<file path="config.mk">
export PLATFORM = sky130hd
export DESIGN_NAME = ddr_cmd_monitor
export DESIGN_NICKNAME = d
export VERILOG_FILES = /design/src/rtl/ddr_mon_pkg.sv /design/src/rtl/ddr_mon_ctrl.sv /design/src/rtl/ddr_mon_dpath.sv /design/src/rtl/ddr_cmd_monitor.sv
export SDC_FILE = /design/constraint.sdc
export NUM_CORES = 1
export LEC_CHECK = 0
export CAP_MARGIN = 20
export CORE_UTILIZATION = 45
export CTS_CLUSTER_DIAMETER = 30
export DETAILED_ROUTE_END_ITERATION = 10
export PLACE_DENSITY = 0.75
export SKIP_LAST_GASP = 1
export SYNTH_ARGS = -nofsm -noshare
export SYNTH_HDL_FRONTEND = slang
export SYNTH_HIERARCHICAL = 1
export SYNTH_SLANG_ARGS = --single-unit
</file>
<file path="constraint.sdc">
create_clock -name clk -period 2.2 [get_ports clk]
set_clock_uncertainty 0.15 [all_clocks]
set_input_delay 0.33 -clock clk [delete_from_list [all_inputs] [get_ports clk]]
set_output_delay 0.33 -clock clk [all_outputs]
set_load 0.03 [all_outputs]
</file>
<file path="src/rtl/ddr_mon_pkg.sv">
package ddr_mon_pkg;
  localparam int BANK_W    = 2;
  localparam int NUM_BANKS = 1 << BANK_W;
  localparam int BL_MAX    = 8;
  localparam int BL_W      = $clog2(BL_MAX + 1);
  localparam int BL_RESET  = 2;
  localparam int MRS_GAP   = 2;
  localparam int GAP_W     = $clog2(MRS_GAP + 1);
  localparam int LOCK_W    = $clog2(BL_MAX / 2 + 1);
  localparam int ERR_W     = 4;

  typedef enum logic [2:0] {
    CMD_MRS = 3'b000,
    CMD_REF = 3'b001,
    CMD_PRE = 3'b010,
    CMD_ACT = 3'b011,
    CMD_WR  = 3'b100,
    CMD_RD  = 3'b101,
    CMD_BST = 3'b110,
    CMD_NOP = 3'b111
  } rcw_e;

  typedef enum logic [1:0] {
    PWR_RUN   = 2'd0,
    PWR_ACTPD = 2'd1,
    PWR_PREPD = 2'd2,
    PWR_SELF  = 2'd3
  } pwr_e;

  typedef enum logic [ERR_W-1:0] {
    ERR_NONE     = 4'd0,
    ERR_MRS_BUSY = 4'd1,
    ERR_REF_BUSY = 4'd2,
    ERR_GAP      = 4'd3,
    ERR_ACT_OPEN = 4'd4,
    ERR_RW_IDLE  = 4'd5,
    ERR_LOCK     = 4'd6,
    ERR_CKE_CMD  = 4'd7
  } errCode_e;

  typedef struct packed {
    logic              actStb;
    logic              closeStb;
    logic              closeAll;
    logic [BANK_W-1:0] bank;
    logic              blLoad;
    logic [BL_W-1:0]   blVal;
    logic              gapStart;
    logic              lockStart;
    logic              errStb;
    errCode_e          errCode;
  } strobe_t;
endpackage

</file>
<file path="src/rtl/ddr_mon_ctrl.sv">
module ddr_mon_ctrl
  import ddr_mon_pkg::*;
(
  input  logic                 clk,
  input  logic                 rst_n,
  input  logic                 cke,
  input  logic                 csN,
  input  logic                 rasN,
  input  logic                 casN,
  input  logic                 weN,
  input  logic [BANK_W-1:0]    ba,
  input  logic                 a10,
  input  logic [2:0]           modeAddr,
  input  logic [NUM_BANKS-1:0] bankOpen,
  input  logic                 gapBusy,
  input  logic                 lockBusy,
  output strobe_t              stb,
  output pwr_e                 pwrMode
);

  function automatic logic [BL_W-1:0] blDecode(input logic [2:0] field);
    case (field)
      3'b001:  return BL_W'(2);
      3'b010:  return BL_W'(4);
      3'b011:  return BL_W'(8);
      default: return '0;
    endcase
  endfunction

  rcw_e            cmd;
  pwr_e            pwrNext;
  pwr_e            pdTarget;
  logic            quietCmd;
  logic            allIdle;
  logic            selOpen;
  logic            isRdWr;
  logic [BL_W-1:0] blCode;

  always_comb begin
    cmd      = rcw_e'({rasN, casN, weN});
    quietCmd = csN | (cmd == CMD_NOP);
    isRdWr   = !csN && (cmd == CMD_RD || cmd == CMD_WR);
    allIdle  = (bankOpen == '0);
    selOpen  = bankOpen[ba];
    pdTarget = allIdle ? PWR_PREPD : PWR_ACTPD;
    blCode   = blDecode(modeAddr);
    stb      = '0;
    stb.bank = ba;
    pwrNext  = pwrMode;

    if (pwrMode != PWR_RUN) begin
      if (cke) pwrNext = PWR_RUN;
    end else if (!cke) begin
      if (quietCmd) begin
        pwrNext = pdTarget;
      end else if (cmd == CMD_REF) begin
        if (allIdle) begin
          pwrNext = PWR_SELF;
        end else begin
          pwrNext     = PWR_ACTPD;
          stb.errStb  = 1'b1;
          stb.errCode = ERR_REF_BUSY;
        end
      end else begin
        pwrNext     = pdTarget;
        stb.errStb  = 1'b1;
        stb.errCode = ERR_CKE_CMD;
      end
    end else if (!quietCmd) begin
      if (gapBusy) begin
        stb.errStb  = 1'b1;
        stb.errCode = ERR_GAP;
      end else begin
        case (cmd)
          CMD_MRS: begin
            if (!allIdle) begin
              stb.errStb  = 1'b1;
              stb.errCode = ERR_MRS_BUSY;
            end else begin
              stb.gapStart = 1'b1;
              if (ba == '0 && blCode != '0) begin
                stb.blLoad = 1'b1;
                stb.blVal  = blCode;
              end
            end
          end
          CMD_REF: begin
            if (!allIdle) begin
              stb.errStb  = 1'b1;
              stb.errCode = ERR_REF_BUSY;
            end
          end
          CMD_ACT: begin
            if (selOpen) begin
              stb.errStb  = 1'b1;
              stb.errCode = ERR_ACT_OPEN;
            end else begin
              stb.actStb = 1'b1;
            end
          end
          CMD_RD, CMD_WR: begin
            if (lockBusy) begin
              stb.errStb  = 1'b1;
              stb.errCode = ERR_LOCK;
            end else if (!selOpen) begin
              stb.errStb  = 1'b1;
              stb.errCode = ERR_RW_IDLE;
            end else if (a10) begin
              stb.closeStb  = 1'b1;
              stb.lockStart = (cmd == CMD_WR);
            end
          end
          CMD_PRE: begin
            if (a10) stb.closeAll = 1'b1;
            else     stb.closeStb = 1'b1;
          end
          default: ;
        endcase
      end
    end
  end

  always_ff @(posedge clk or negedge rst_n) begin
    if (!rst_n) pwrMode <= PWR_RUN;
    else        pwrMode <= pwrNext;
  end

  assert_mrs_idle_R4: assert property (@(posedge clk) disable iff (!rst_n)
    stb.gapStart |-> (bankOpen == '0));

  assert_act_closed_R11: assert property (@(posedge clk) disable iff (!rst_n)
    stb.actStb |-> !bankOpen[stb.bank]);

  assert_pd_hold_R9: assert property (@(posedge clk) disable iff (!rst_n)
    (pwrMode != PWR_RUN && !cke) |=> (pwrMode == $past(pwrMode)));

  assert_lock_rw_R7: assert property (@(posedge clk) disable iff (!rst_n)
    (lockBusy && cke && pwrMode == PWR_RUN && !gapBusy && isRdWr) |-> (stb.errStb && !stb.closeStb));

endmodule

</file>
<file path="src/rtl/ddr_mon_dpath.sv">
module ddr_mon_dpath
  import ddr_mon_pkg::*;
(
  input  logic                 clk,
  input  logic                 rst_n,
  input  logic                 errClear,
  input  strobe_t              stb,
  output logic [NUM_BANKS-1:0] bankOpen,
  output logic                 gapBusy,
  output logic                 lockBusy,
  output logic                 errFlag,
  output errCode_e             errCode
);

  logic [BL_W-1:0]   burstLen;
  logic [GAP_W-1:0]  gapCnt;
  logic [LOCK_W-1:0] lockCnt;

  for (genvar i = 0; i < NUM_BANKS; i++) begin : g_bank
    logic hit;
    assign hit = (stb.bank == BANK_W'(i));
    always_ff @(posedge clk or negedge rst_n) begin
      if (!rst_n)                     bankOpen[i] <= 1'b0;
      else if (stb.closeAll)          bankOpen[i] <= 1'b0;
      else if (stb.closeStb && hit)   bankOpen[i] <= 1'b0;
      else if (stb.actStb && hit)     bankOpen[i] <= 1'b1;
    end
  end

  always_ff @(posedge clk or negedge rst_n) begin
    if (!rst_n)          burstLen <= BL_W'(BL_RESET);
    else if (stb.blLoad) burstLen <= stb.blVal;
  end

  always_ff @(posedge clk or negedge rst_n) begin
    if (!rst_n)            gapCnt <= '0;
    else if (stb.gapStart) gapCnt <= GAP_W'(MRS_GAP);
    else if (gapCnt != '0) gapCnt <= gapCnt - 1'b1;
  end

  always_ff @(posedge clk or negedge rst_n) begin
    if (!rst_n)             lockCnt <= '0;
    else if (stb.lockStart) lockCnt <= LOCK_W'(burstLen >> 1);
    else if (lockCnt != '0) lockCnt <= lockCnt - 1'b1;
  end

  assign gapBusy  = (gapCnt != '0);
  assign lockBusy = (lockCnt != '0);

  always_ff @(posedge clk or negedge rst_n) begin
    if (!rst_n) begin
      errFlag <= 1'b0;
      errCode <= ERR_NONE;
    end else if (errClear) begin
      errFlag <= 1'b0;
      errCode <= ERR_NONE;
    end else if (stb.errStb && !errFlag) begin
      errFlag <= 1'b1;
      errCode <= stb.errCode;
    end
  end

  assert_close_all_R2: assert property (@(posedge clk) disable iff (!rst_n)
    stb.closeAll |=> (bankOpen == '0));

  assert_act_opens_R1: assert property (@(posedge clk) disable iff (!rst_n)
    stb.actStb |=> bankOpen[$past(stb.bank)]);

  assert_err_sticky_R12: assert property (@(posedge clk) disable iff (!rst_n)
    (errFlag && !errClear) |=> (errFlag && $stable(errCode)));

  assert_burst_legal_R4: assert property (@(posedge clk) disable iff (!rst_n)
    (burstLen == BL_W'(2)) || (burstLen == BL_W'(4)) || (burstLen == BL_W'(8)));

  assert_illegal_frozen_R11: assert property (@(posedge clk) disable iff (!rst_n)
    (stb.errStb && !stb.closeAll && !stb.closeStb && !stb.actStb) |=> $stable(bankOpen));

endmodule

</file>
<file path="src/rtl/ddr_cmd_monitor.sv">
module ddr_cmd_monitor
  import ddr_mon_pkg::*;
(
  input  logic                 clk,
  input  logic                 rst_n,
  input  logic                 errClear,
  input  logic                 cke,
  input  logic                 csN,
  input  logic                 rasN,
  input  logic                 casN,
  input  logic                 weN,
  input  logic [BANK_W-1:0]    ba,
  input  logic                 a10,
  input  logic [2:0]           modeAddr,
  output logic [NUM_BANKS-1:0] bankOpen,
  output logic [1:0]           pwrMode,
  output logic                 errFlag,
  output logic [ERR_W-1:0]     errCode
);

  strobe_t  stb;
  pwr_e     pwrState;
  errCode_e errState;
  logic     gapBusy;
  logic     lockBusy;

  ddr_mon_ctrl u_ctrl (
    .clk      (clk),
    .rst_n    (rst_n),
    .cke      (cke),
    .csN      (csN),
    .rasN     (rasN),
    .casN     (casN),
    .weN      (weN),
    .ba       (ba),
    .a10      (a10),
    .modeAddr (modeAddr),
    .bankOpen (bankOpen),
    .gapBusy  (gapBusy),
    .lockBusy (lockBusy),
    .stb      (stb),
    .pwrMode  (pwrState)
  );

  ddr_mon_dpath u_dpath (
    .clk      (clk),
    .rst_n    (rst_n),
    .errClear (errClear),
    .stb      (stb),
    .bankOpen (bankOpen),
    .gapBusy  (gapBusy),
    .lockBusy (lockBusy),
    .errFlag  (errFlag),
    .errCode  (errState)
  );

  assign pwrMode = pwrState;
  assign errCode = errState;

endmodule

</file>
After elaboration in Yosys (flattened, before gate mapping)
Index checks and enable logic that the tools add are counted.
- input bits: 14
- flip-flop bits (word level): 20
- bitwise gates (word level): 1
- $add $sub $neg: 2
- $lt $le $gt $ge: 1
- multiplexer cells: 63
- equality and inequality tests: 14
- reduce and logical (&&, ||, !) cells: 27
- operators with widths (kind ; count):
    2-to-1 mux 5 bit ; 10
    2-to-1 mux 1 bit ; 26
    2-to-1 mux 12 bit ; 2
    case mux 5 bit (4 select lines) ; 1
    2-to-1 mux 2 bit ; 9
    2-to-1 mux 3 bit ; 6
    nonzero test 3 bit ; 5
    2-to-1 mux 7 bit ; 2
    equality test 3 x 2 -> 1 bit, second input constant ; 4
    2-to-1 mux 6 bit ; 2
    case mux 4 bit (3 select lines) ; 1
    logical AND 1 bit ; 10
    nonzero test 2 bit ; 5
    equality test 3 bit, second input constant ; 3
    2-to-1 mux 4 bit ; 2
    equality test 3 x 1 -> 1 bit, second input constant ; 2
    equality test 2 bit, second input constant ; 2
    logical NOT 4 bit ; 1
    nonzero test 4 bit ; 1
    logical NOT 3 bit ; 1
    < comparator 2 x 3 -> 1 bit, second input constant ; 1
    subtractor 3 x 1 -> 3 bit, second input constant ; 1
    binary-select mux 1 bit (select 2 bit) ; 1
    equality test 2 x 1 -> 1 bit, second input constant ; 1
    other kinds (9) ; 9

Depth between registers and ports, before layout
Gate-level depths: netlist of run 1.
- depth after elaboration: 14
- depth in mapped cells: 11
- mapped depth without buffers: 10

By module
The synthesis of run 1 kept the hierarchy.
- modules (own cells, without submodules) (module ; cells each ; area an instance (µm²) ; instances):
    ddr_mon_dpath ; 65 ; 760.7 ; 1
    ddr_mon_ctrl ; 67 ; 437.9 ; 1

Worst setup path before layout of run 1
OpenSTA, ideal clock, no wires.
- path kind: register -> register
- start: register u_dpath.bankOpen[3]
- end: register u_dpath.errCode[0]
- slack: -0.118 ns
- clock period less this slack: 2.318 ns
- cell stages (with the launch flop): 9
- arrival: 2.049 ns
- cell sequence: dfrtp_1 mux4_2 and3_4 a2111oi_2 nor2b_1 nand2b_1 clkbuf_2 mux2i_1 nor2_1
- RTL lines (what ; RTL line ; text):
    from (decl) ; ddr_mon_dpath.sv:8 ; output logic [NUM_BANKS-1:0] bankOpen,
    from (signal, indexed assignment) ; ddr_mon_dpath.sv:23 ; if (!rst_n) bankOpen[i] <= 1'b0;
    from (signal, indexed assignment) ; ddr_mon_dpath.sv:24 ; else if (stb.closeAll) bankOpen[i] <= 1'b0;
    from (signal, indexed assignment) ; ddr_mon_dpath.sv:25 ; else if (stb.closeStb && hit) bankOpen[i] <= 1'b0;
    to (signal assigned) ; ddr_mon_dpath.sv:59 ; errCode <= stb.errCode;
    to (decl) ; ddr_mon_dpath.sv:12 ; output errCode_e errCode

==> impl_results.rst, run 1 <==
.. list-table::
   :header-rows: 1

   * - Metric
     - Value
   * - Number of optimization iterations in the first detailed-route pass
     - 4
   * - Grt total ovfl
     - 0
   * - Layout Cell Area excl Fill
     - 0.001657 mm^2
   * - Worst Setup End Kind
     - register
   * - Final std cells w/o fill
     - 202
   * - Cts bufs inserted
     - 3
   * - Y dimension of the die
     - 53.45 um
   * - TritonCTS clock tree
     - yes
   * - Capturing instance or port of the critical path
     - u_dpath/errCode[1]
   * - Reported max-cap violation count
     - 0
   * - Leak Pwr
     - 0.0007413 uW
   * - Final setup fails
     - 0
   * - Routed WL
     - 2816 um
   * - Post-Place Cells
     - 197
   * - Crit path arrival time
     - 2.22 ns
   * - Maximum level of the CTS H-tree
     - 1
   * - Cell Rows
     - 18
   * - Residual DRC
     - 0
   * - Synthesis warning total
     - 6
   * - Num Clock Sinks
     - 19
   * - Core area
     - 0.002500 mm^2
   * - Total power divided by cell area
     - 707.1 mW/mm^2
   * - Unrepaired setup endpoints after global routing
     - yes
   * - Required time of the worst setup path
     - 2.23 ns
   * - Depth of the worst register-to-register path
     - 7
   * - Starting DRC count in detailed routing
     - 29
   * - Top-level I/O count
     - 25
   * - Run status
     - completed
   * - Placed instance area
     - 0.001590 mm^2
   * - Floorplan die width
     - 53.45 um
   * - Final Wtd Congestion
     - 0.8483
   * - Vias/cell
     - 5.550
   * - Nets@finish
     - 190
   * - Count of antenna diodes in the layout
     - 0
   * - # port buffers
     - 24
   * - Register-to-register setup slack
     - 0.01 ns
   * - Wire length per cell after detailed routing
     - 13.94 um
   * - Hold Worst Slack
     - 0.2118 ns
   * - Wire length of the first global-routing pass
     - 4574 um
   * - Reg-to-Reg End
     - u_dpath/errCode[1]
   * - Reg-to-reg critical path startpoint
     - u_dpath/bankOpen[1]
   * - Layout area overhead
     - 39.08%
   * - Number of vias after detailed routing
     - 1,121
   * - Maximum number of pins on one net before global-route repair
     - 20
   * - Period utilization
     - 99.41%
   * - Half-perimeter wire length after placement
     - 2128 um
   * - Per-instance average area after synthesis
     - 9.093 um^2
   * - Antenna-violating nets left
     - 0
   * - Number of hold violations in the final report
     - 0
   * - Final worst path period need
     - 2.187 ns
   * - CTS clk-pin slew, worst paths
     - 0.11 ns
   * - Total standard cell area after synthesis
     - 0.001191 mm^2
   * - Critical Path Source
     - u_dpath/bankOpen[1]
   * - Hold Path Class
     - primary input to async pin
   * - Initial Util
     - 47.65%
   * - Number of antenna violations at the first check in global routing
     - 0
   * - Worst-case clock buffer depth
     - 2
   * - Total die area
     - 0.002857 mm^2
   * - Worst vdd ir
     - 0.0005353 V
   * - Kind of start point of the critical path
     - register
   * - Critical Path Fanout Max
     - 5
   * - Worst-skew pair later-pin latency
     - 0.29 ns
   * - Start-to-end type of the worst setup path
     - register to register
   * - Vias in the first global route
     - 1,046
   * - Clock root buffer master
     - sky130_fd_sc_hd__clkbuf_4
   * - Fraction of layout instances using a drive strength above 1
     - 27.91%
   * - Max-slew violations
     - 0
   * - Post-Synthesis Cells
     - 131
   * - Mapped Nets
     - 148
   * - Total routing usage reported by global routing
     - 22.52%
   * - Highest clock rate
     - 0.4573 GHz
   * - Hold buffer count at CTS
     - 0
==> metrics by stage <==
stage / utilization [%] / worst slack [ns] / TNS (ns) / power (uW)
after floorplan: - / 0.01738 / 0 / 768.3
after global placement: 63.61 / -0.3867 / -2.940 / 951.8
after detailed placement: 63.61 / -0.4202 / -3.622 / 970.6
after CTS: 65.02 / 0.008541 / 0 / 1165
after global routing: 66.27 / -0.1056 / -0.5266 / 1257
final: 66.27 / 0.01306 / 0 / 1171
==> worst min-delay path by stage <==
stage,from,to,cells past startpoint
floorplan,rst_n,u_ctrl/pwrMode[0],0
global placement,u_dpath/gapCnt[1],u_dpath/gapCnt[1],1
detailed placement,u_dpath/gapCnt[1],u_dpath/gapCnt[1],1
CTS,rst_n,u_dpath/bankOpen[0],2
global route,rst_n,u_dpath/bankOpen[0],2
finish,rst_n,u_dpath/bankOpen[0],2
==> layout make-up <==
cell class	count	area, um^2
fillers	202	843.3
flip-flops and latches	19	481.7
multi-input cells	94	684.4
clock buffers	4	26.28
repair buffers	43	381.6
well taps	30	37.54
inverters	12	45.04
==> per-layer routing <==
layer	track usage [%]	vias up	part of all wire [%]
li1	-	542	-
met1	28.04	540	43
met2	38.75	33	51
met3	3.448	6	4.4
met4	7.895	0	1.5
met5	0	-	0
==> repair_timing <==
item,in CTS,in global routing
endpoints found under the setup margin,6,12
setup buffers,0,1
pin swaps,1,3
resized for setup,4,5
hold endpoints to repair,0,0
==> report_power, final <==
part,internal (uW),total (uW),switching (uW)
Sequential,403,444,41.3
Combinational,272,552,280
Clock,70.4,175,105
Total,745,1170,426
==> worst max-delay path, cell delays in order, from the launching register on <==
cell and delay [ns]:
sky130_fd_sc_hd__dfrtp_2 0.46, sky130_fd_sc_hd__mux4_2 0.53, sky130_fd_sc_hd__and3_4 0.19, sky130_fd_sc_hd__a2111oi_4 0.17, sky130_fd_sc_hd__nor2b_1 0.10, sky130_fd_sc_hd__nand2b_1 0.21
sky130_fd_sc_hd__mux2i_1 0.21, sky130_fd_sc_hd__nor2_1 0.07
==> layout by cell type, fill, tap and decap left out, drive strengths merged <==
master	count
or3	1
nor4	2
nor2b	2
a311oi	4
a2111oi	1
nand2	7
nand3b	1
or3b	1
nand4	1
mux4	1
clkdlybuf4s50	23
mux2i	5
ha	3
dfstp	1
and3	3
conb	1
clkbuf	4
xor2	1
xnor2	1
nor3	9
a31o	1
o21bai	1
nor2	18
dfrtp	18
buf	19
o21ai	3
inv	12
a21oi	7
o21a	1
a211o	1
nand2b	5
or4	1
nor3b	1
a31oi	4
nand3	1
mux2	4
a22o	1
dlygate4sd2	1
o22ai	1
==> registers in the layout (all words and copies together), names as in the netlist <==
signal            flops
u_ctrl/pwrMode        2
u_dpath/bankOpen      4
u_dpath/burstLen      3
u_dpath/errCode       4
u_dpath/errFlag       1
u_dpath/gapCnt        2
u_dpath/lockCnt       3
No activity file was read; power rests on OpenSTA's default activity.
==> run 2, diff against run 1 <==
--- a/config.mk
+++ b/config.mk
@@ -9,7 +9,7 @@
 export CORE_UTILIZATION = 45
 export CTS_CLUSTER_DIAMETER = 30
 export DETAILED_ROUTE_END_ITERATION = 10
-export PLACE_DENSITY = 0.75
+export PLACE_DENSITY = 0.86
 export SKIP_LAST_GASP = 1
 export SYNTH_ARGS = -nofsm -noshare
 export SYNTH_HDL_FRONTEND = slang
==> run 2 against run 1 <==
  * The run now ends with setup timing left
  * Power increased by 2.6%
  * Critical path depth unchanged
  * Utilization increased by 0.55 points
  * Clock-buffer cell count decreased by 1
  * Maximum frequency decreased by 1.6%
  * Clock power increased by 3%
  * Critical path type unchanged
==> impl_results.rst, run 2 (synthesized netlist as in run 1, its figures left out) <==
.. list-table::
   :header-rows: 1

   * - Metric
     - Value
   * - Worst slew margin relative to its limit
     - 61.50%
   * - Number of hold violations in the final report
     - 0
   * - Fraction of layout instances using a drive strength above 1
     - 29.31%
   * - # port buffers
     - 24
   * - Vias in the first global route
     - 1,119
   * - Wire length per cell after detailed routing
     - 14.27 um
   * - Num Clock Sinks
     - 19
   * - Kind of start point of the critical path
     - register
   * - Largest registers ranked by flip-flop count
     - u_dpath/bankOpen x4, u_dpath/errCode x4
   * - Slew at the pin closest to its max-slew limit
     - 0.5757 ns
   * - Clock root buffer master
     - sky130_fd_sc_hd__clkbuf_4
   * - Routed WL
     - 2911 um
   * - Final core utilization
     - 66.82%
   * - Floorplan die width
     - 53.45 um
   * - Max-slew violations
     - 0
   * - Starting DRC count in detailed routing
     - 20
   * - Worst vdd ir
     - 0.0005214 V
   * - Post-Place Cells
     - 197
   * - Layout area overhead
     - 40.23%
   * - Period utilization
     - 101.1%
   * - Number of optimization iterations in the first detailed-route pass
     - 4
   * - Critical Path Fanout Max
     - 4
   * - Vias/cell
     - 5.333
   * - Final setup fails
     - 1
   * - Run status
     - finished, violations left
   * - Reported max-cap violation count
     - 0
   * - Residual DRC
     - 0
   * - Worst-case clock buffer depth
     - 2
   * - Total die area
     - 0.002857 mm^2
   * - Layout Cell Area excl Fill
     - 0.001670 mm^2
   * - Grt total ovfl
     - 0
   * - Worst-skew pair later-pin latency
     - 0.30 ns
   * - Worst Setup End Kind
     - register
   * - Maximum number of pins on one net before global-route repair
     - 14
   * - Crit path arrival time
     - 2.27 ns
   * - Wire length of the first global-routing pass
     - 4678 um
   * - Nets@finish
     - 192
   * - Top-level I/O count
     - 25
   * - Final worst path period need
     - 2.224 ns
   * - Start-to-end type of the worst setup path
     - register to register
   * - Depth of the worst register-to-register path
     - 7
   * - Hold Path Class
     - primary input to async pin
   * - Count of antenna diodes in the layout
     - 0
   * - Total routing usage reported by global routing
     - 22.68%
   * - Initial Util
     - 47.65%
   * - Number of antenna violations at the first check in global routing
     - 0
   * - Most frequent cells in the layout
     - 23 x sky130_fd_sc_hd__clkdlybuf4s50_1, 21 x sky130_fd_sc_hd__buf_4, 16 x sky130_fd_sc_hd__nor2_1, 14 x sky130_fd_sc_hd__dfrtp_1, 12 x sky130_fd_sc_hd__inv_1
   * - Slowest-stage cell, CP
     - sky130_fd_sc_hd__mux4_2
   * - Cts bufs inserted
     - 3
   * - TritonCTS clock tree
     - yes
   * - Required time of the worst setup path
     - 2.25 ns
   * - Core area
     - 0.002500 mm^2
   * - Setup slack after layout
     - -0.02352 ns
   * - Final Wtd Congestion
     - 0.9035
   * - CTS clk-pin slew, worst paths
     - 0.12 ns
   * - Y dimension of the die
     - 53.45 um
   * - Highest clock rate
     - 0.4497 GHz
   * - Cell Rows
     - 18
   * - Final std cells w/o fill
     - 204
   * - Leak Pwr
     - 0.0007548 uW
   * - Unrepaired setup endpoints after global routing
     - yes
   * - Antenna-violating nets left
     - 0
   * - Worst slack, placed
     - -0.4431 ns
   * - Maximum level of the CTS H-tree
     - 1
   * - Violations in the final reports
     - setup timing
   * - Worst path cell trace
     - mux4_2, and3_4, a2111oi_4, nor2b_1, nand2b_1, mux2i_1, nor2_1
   * - Most frequent standard cell in the layout excluding fill and tap cells
     - sky130_fd_sc_hd__clkdlybuf4s50_1
   * - Total power divided by cell area
     - 719.1 mW/mm^2
   * - Number of vias after detailed routing
     - 1,088
   * - Worst stage delay on the critical path
     - 0.53 ns
   * - Half-perimeter wire length after placement
     - 2239 um
   * - Placed instance area
     - 0.001590 mm^2
[run 2: final timing paths]
path	start	to	slack, ns
max in group asynchronous	rst_n	u_dpath/bankOpen[2]	1.12
hold reg to reg	u_dpath/burstLen[3]	u_dpath/lockCnt[2]	0.35
setup / recovery	u_dpath/bankOpen[3]	u_dpath/errCode[1]	-0.02
setup reg to reg	u_dpath/bankOpen[3]	u_dpath/errCode[1]	-0.02
min in group clk	u_dpath/burstLen[3]	u_dpath/lockCnt[2]	0.35
hold / removal	rst_n	u_dpath/errCode[1]	0.23
[run 2: metrics by stage]
stage	hold WS [ns]	TNS, ns	total power, uW
after floorplan	-0.1156	0	768.3
after global routing	0.2746	-0.4740	1280
after global placement	0.3228	-2.677	954.5
after CTS	0.2474	0	1167
final	0.2322	-0.02352	1201
after detailed placement	0.3384	-3.288	971.5
[run 2: critical path, delay by kind of cell, from the launching register on]
family / cells / cell delay, ns
multiplexers: 2 / 0.77
AO/OA/AOI/OAI: 1 / 0.19
AND/OR/NAND/NOR: 4 / 0.59
flip-flops: 1 / 0.44
[run 2: layout make-up]
type	count	area [um^2]
clock inverters	1	5.005
flip-flops and latches	19	481.7
fillers	190	829.5
repair buffers	45	396.6
clock buffers	3	22.52
well taps	30	37.54
inverters	12	45.04
multi-input cells	94	681.9
[run 2: timing repair]
action,in CTS,in global routing
setup endpoints to repair,4,12
pin swaps,0,6
endpoints found under the hold margin,0,0
setup buffers,1,2
hold buffers,0,0
gates resized for setup,3,7
gates cloned,0,0
[run 2: power by group]
part / switching [uW] / leakage [uW] / internal (uW)
sequential: 39.6 / 0.000247 / 403
clock: 113 / 0.0000177 / 67.7
combinational: 284 / 0.000491 / 294
total: 437 / 0.000755 / 764
[run 2: per-layer routing]
| metal | up-vias | part of all wire [%] | wire [um] | track usage (%) |
|---|---|---|---|---|
| met2 | 15 | 54 | 1580 | 40.42 |
| met1 | 526 | 43 | 1255 | 26.88 |
| met3 | 2 | 2.1 | 62 | 2.874 |
| met5 | - | 0 | 0 | 0 |
| met4 | 0 | 0.41 | 12 | 9.211 |
| li1 | 545 | - | - | - |
==> run 3, diff against run 2 <==
--- a/config.mk
+++ b/config.mk
@@ -6,6 +6,7 @@
 export NUM_CORES = 1
 export LEC_CHECK = 0
 export CAP_MARGIN = 20
+export CORE_MARGIN = 3
 export CORE_UTILIZATION = 45
 export CTS_CLUSTER_DIAMETER = 30
 export DETAILED_ROUTE_END_ITERATION = 10
==> run 3 against run 2 <==
  * The flow still finishes with violations (setup timing)
  * Sequential cell count unchanged
  * Clock-buffer cell count increased by 1
  * Clock power increased by 3%
  * Die area increased by 16%
  * Global-route usage decreased by 2.3 points
  * Maximum frequency increased by 0.96%
  * Setup slack improved by 0.021 ns
  * Critical path depth unchanged
  * Critical endpoint is now u_dpath/errCode[0]
  * Largest cell class unchanged
==> impl_results.rst, run 3 (synthesized netlist as in run 1, its figures left out) <==
.. list-table::
   :header-rows: 1

   * - Metric
     - Value
   * - Final setup fails
     - 1
   * - Grt total ovfl
     - 0
   * - Num Clock Sinks
     - 19
   * - Register-to-register setup slack
     - -0.002 ns
   * - Vias in the first global route
     - 1,155
   * - Antenna-violating nets left
     - 0
   * - Number of antenna violations at the first check in global routing
     - 0
   * - Starting DRC count in detailed routing
     - 45
   * - Total die area
     - 0.003301 mm^2
   * - Violations in the final reports
     - setup timing
   * - Final Wtd Congestion
     - 0.8220
   * - CTS clk-pin slew, worst paths
     - 0.11 ns
   * - Worst-skew pair later-pin latency
     - 0.30 ns
   * - Global routing usage on met2
     - 35.32%
   * - Reg-to-reg critical path startpoint
     - u_dpath/bankOpen[1]
   * - Leak Pwr
     - 0.0007665 uW
   * - Number of vias after detailed routing
     - 1,147
   * - Unrepaired setup endpoints after global routing
     - yes
   * - Highest clock rate
     - 0.4541 GHz
   * - Total power divided by cell area
     - 739.5 mW/mm^2
   * - Wire length per cell after detailed routing
     - 15.38 um
   * - Fraction of layout instances using a drive strength above 1
     - 27.43%
   * - # port buffers
     - 24
   * - Most frequent cells in the layout
     - 23 x sky130_fd_sc_hd__clkdlybuf4s50_1, 22 x sky130_fd_sc_hd__buf_4, 17 x sky130_fd_sc_hd__nor2_1, 14 x sky130_fd_sc_hd__dfrtp_1, 12 x sky130_fd_sc_hd__inv_1
   * - Top-level I/O count
     - 25
   * - Reported max-cap violation count
     - 0
   * - Hold Worst Slack
     - 0.2120 ns
   * - Layout Cell Area excl Fill
     - 0.001682 mm^2
   * - Slowest-stage cell, CP
     - sky130_fd_sc_hd__mux4_2
   * - Count of antenna diodes in the layout
     - 0
   * - Number of optimization iterations in the first detailed-route pass
     - 4
   * - Global-route layer with the greatest usage
     - met2
   * - Maximum number of pins on one net before global-route repair
     - 20
   * - Critical Path Source
     - u_dpath/bankOpen[1]
   * - Nets@finish
     - 193
   * - Most frequent standard cell in the layout excluding fill and tap cells
     - sky130_fd_sc_hd__clkdlybuf4s50_1
   * - Final worst path period need
     - 2.202 ns
   * - Required time of the worst setup path
     - 2.25 ns
   * - Floorplan die width
     - 57.45 um
   * - Largest registers ranked by flip-flop count
     - u_dpath/bankOpen x4, u_dpath/errCode x4
   * - Grt met3 use
     - 3.394%
   * - Final core utilization
     - 67.27%
   * - Run status
     - finished, violations left
   * - Half-perimeter wire length after placement
     - 2354 um
   * - Final sum of negative setup slack
     - -0.002298 ns
   * - Vias/cell
     - 5.595
   * - Total routing usage reported by global routing
     - 20.35%
   * - Initial Util
     - 47.65%
   * - Number of hold violations in the final report
     - 0
   * - Cts bufs inserted
     - 3
   * - Worst Setup End Kind
     - register
   * - Met1 capacity usage during global routing
     - 24.50%
   * - Max-slew violations
     - 0
   * - Residual DRC
     - 0
   * - Routed WL
     - 3152 um
   * - Hold Path Class
     - primary input to async pin
   * - Power consumption
     - 1244 uW
   * - Layout area overhead
     - 41.18%
   * - Worst path cell trace
     - mux4_2, and3_4, a2111oi_4, nor2b_1, nand2b_1, mux2i_1, nor2_1
   * - Y dimension of the die
     - 57.45 um
   * - Placed instance area
     - 0.001605 mm^2
   * - Critical Path Fanout Max
     - 5
   * - TritonCTS clock tree
     - yes
   * - Wire length of the first global-routing pass
     - 5181 um
   * - Worst-case clock buffer depth
     - 2
   * - Setup slack after layout
     - -0.002298 ns
   * - Period utilization
     - 100.1%
   * - Worst stage delay on the critical path
     - 0.52 ns
   * - Start-to-end type of the worst setup path
     - register to register
   * - Clock root buffer master
     - sky130_fd_sc_hd__clkbuf_4
   * - Cell Rows
     - 18
   * - Kind of start point of the critical path
     - register
   * - Reg-to-Reg End
     - u_dpath/errCode[0]
   * - Worst vdd ir
     - 0.0005618 V
   * - Depth of the worst register-to-register path
     - 7
   * - Maximum level of the CTS H-tree
     - 1
   * - Crit path arrival time
     - 2.25 ns
   * - Core area
     - 0.002500 mm^2
==> run 3: cell types whose count changed in the layout (fill, tap and decap cells not counted), sizes merged <==
cell / delta
clkinv: -1
buf: +1
clkbuf: +1
==> run 3: power breakdown <==
part | switching (uW) | internal (uW)
registers | 45.2 | 403
logic | 312 | 298
clock network | 115 | 70.7
total | 472 | 771
==> run 3: timing repair <==
item / in CTS / in global routing
pin swaps: 0 / 3
gates cloned: 0 / 0
setup endpoints to repair: 4 / 14
resized for setup: 3 / 6
hold buffers: 0 / 0
setup buffers: 0 / 2
endpoints found under the hold margin: 0 / 0
==> run 3: final cells by class <==
type | count | area (um^2)
Fill cell | 183 | 818.3
Multi-Input combinational cell | 94 | 686.9
Sequential cell | 19 | 481.7
Timing Repair Buffer | 46 | 404.1
Inverter | 12 | 45.04
Tap cell | 30 | 37.54
Clock buffer | 4 | 26.28
==> run 3: worst max path at each step <==
stage | end | slack [ns]
after CTS | u_dpath/bankOpen[2] | 0.005
after global placement | u_dpath/errCode[1] | -0.39
after global routing | u_dpath/errCode[0] | -0.09
after floorplan | u_dpath/errCode[1] | 0.02
final | u_dpath/errCode[0] | -0.002
after detailed placement | u_dpath/errCode[1] | -0.44
==> run 3: layer usage <==
layer / vias to the layer above / part of all wire [%]
met3: 10 / 4.3
met2: 37 / 51
met4: 0 / 2.2
li1: 552 / -
met5: - / 0
met1: 548 / 43
==> run 3: stage by stage <==
| step | std cells | worst slack (ns) |
|---|---|---|
| final | 205 | -0.002298 |
| after global routing | 205 | -0.08777 |
| after CTS | 203 | 0.005348 |
| after detailed placement | 199 | -0.4376 |
| after global placement | 199 | -0.3887 |
| after floorplan | 131 | 0.01738 |
==> run 3: critical path: cells and delay by family (launching register included) <==
kind	cells	cell delay, ns
AO/OA/AOI/OAI	1	0.18
flip-flops	1	0.45
AND/OR/NAND/NOR	4	0.55
multiplexers	2	0.78
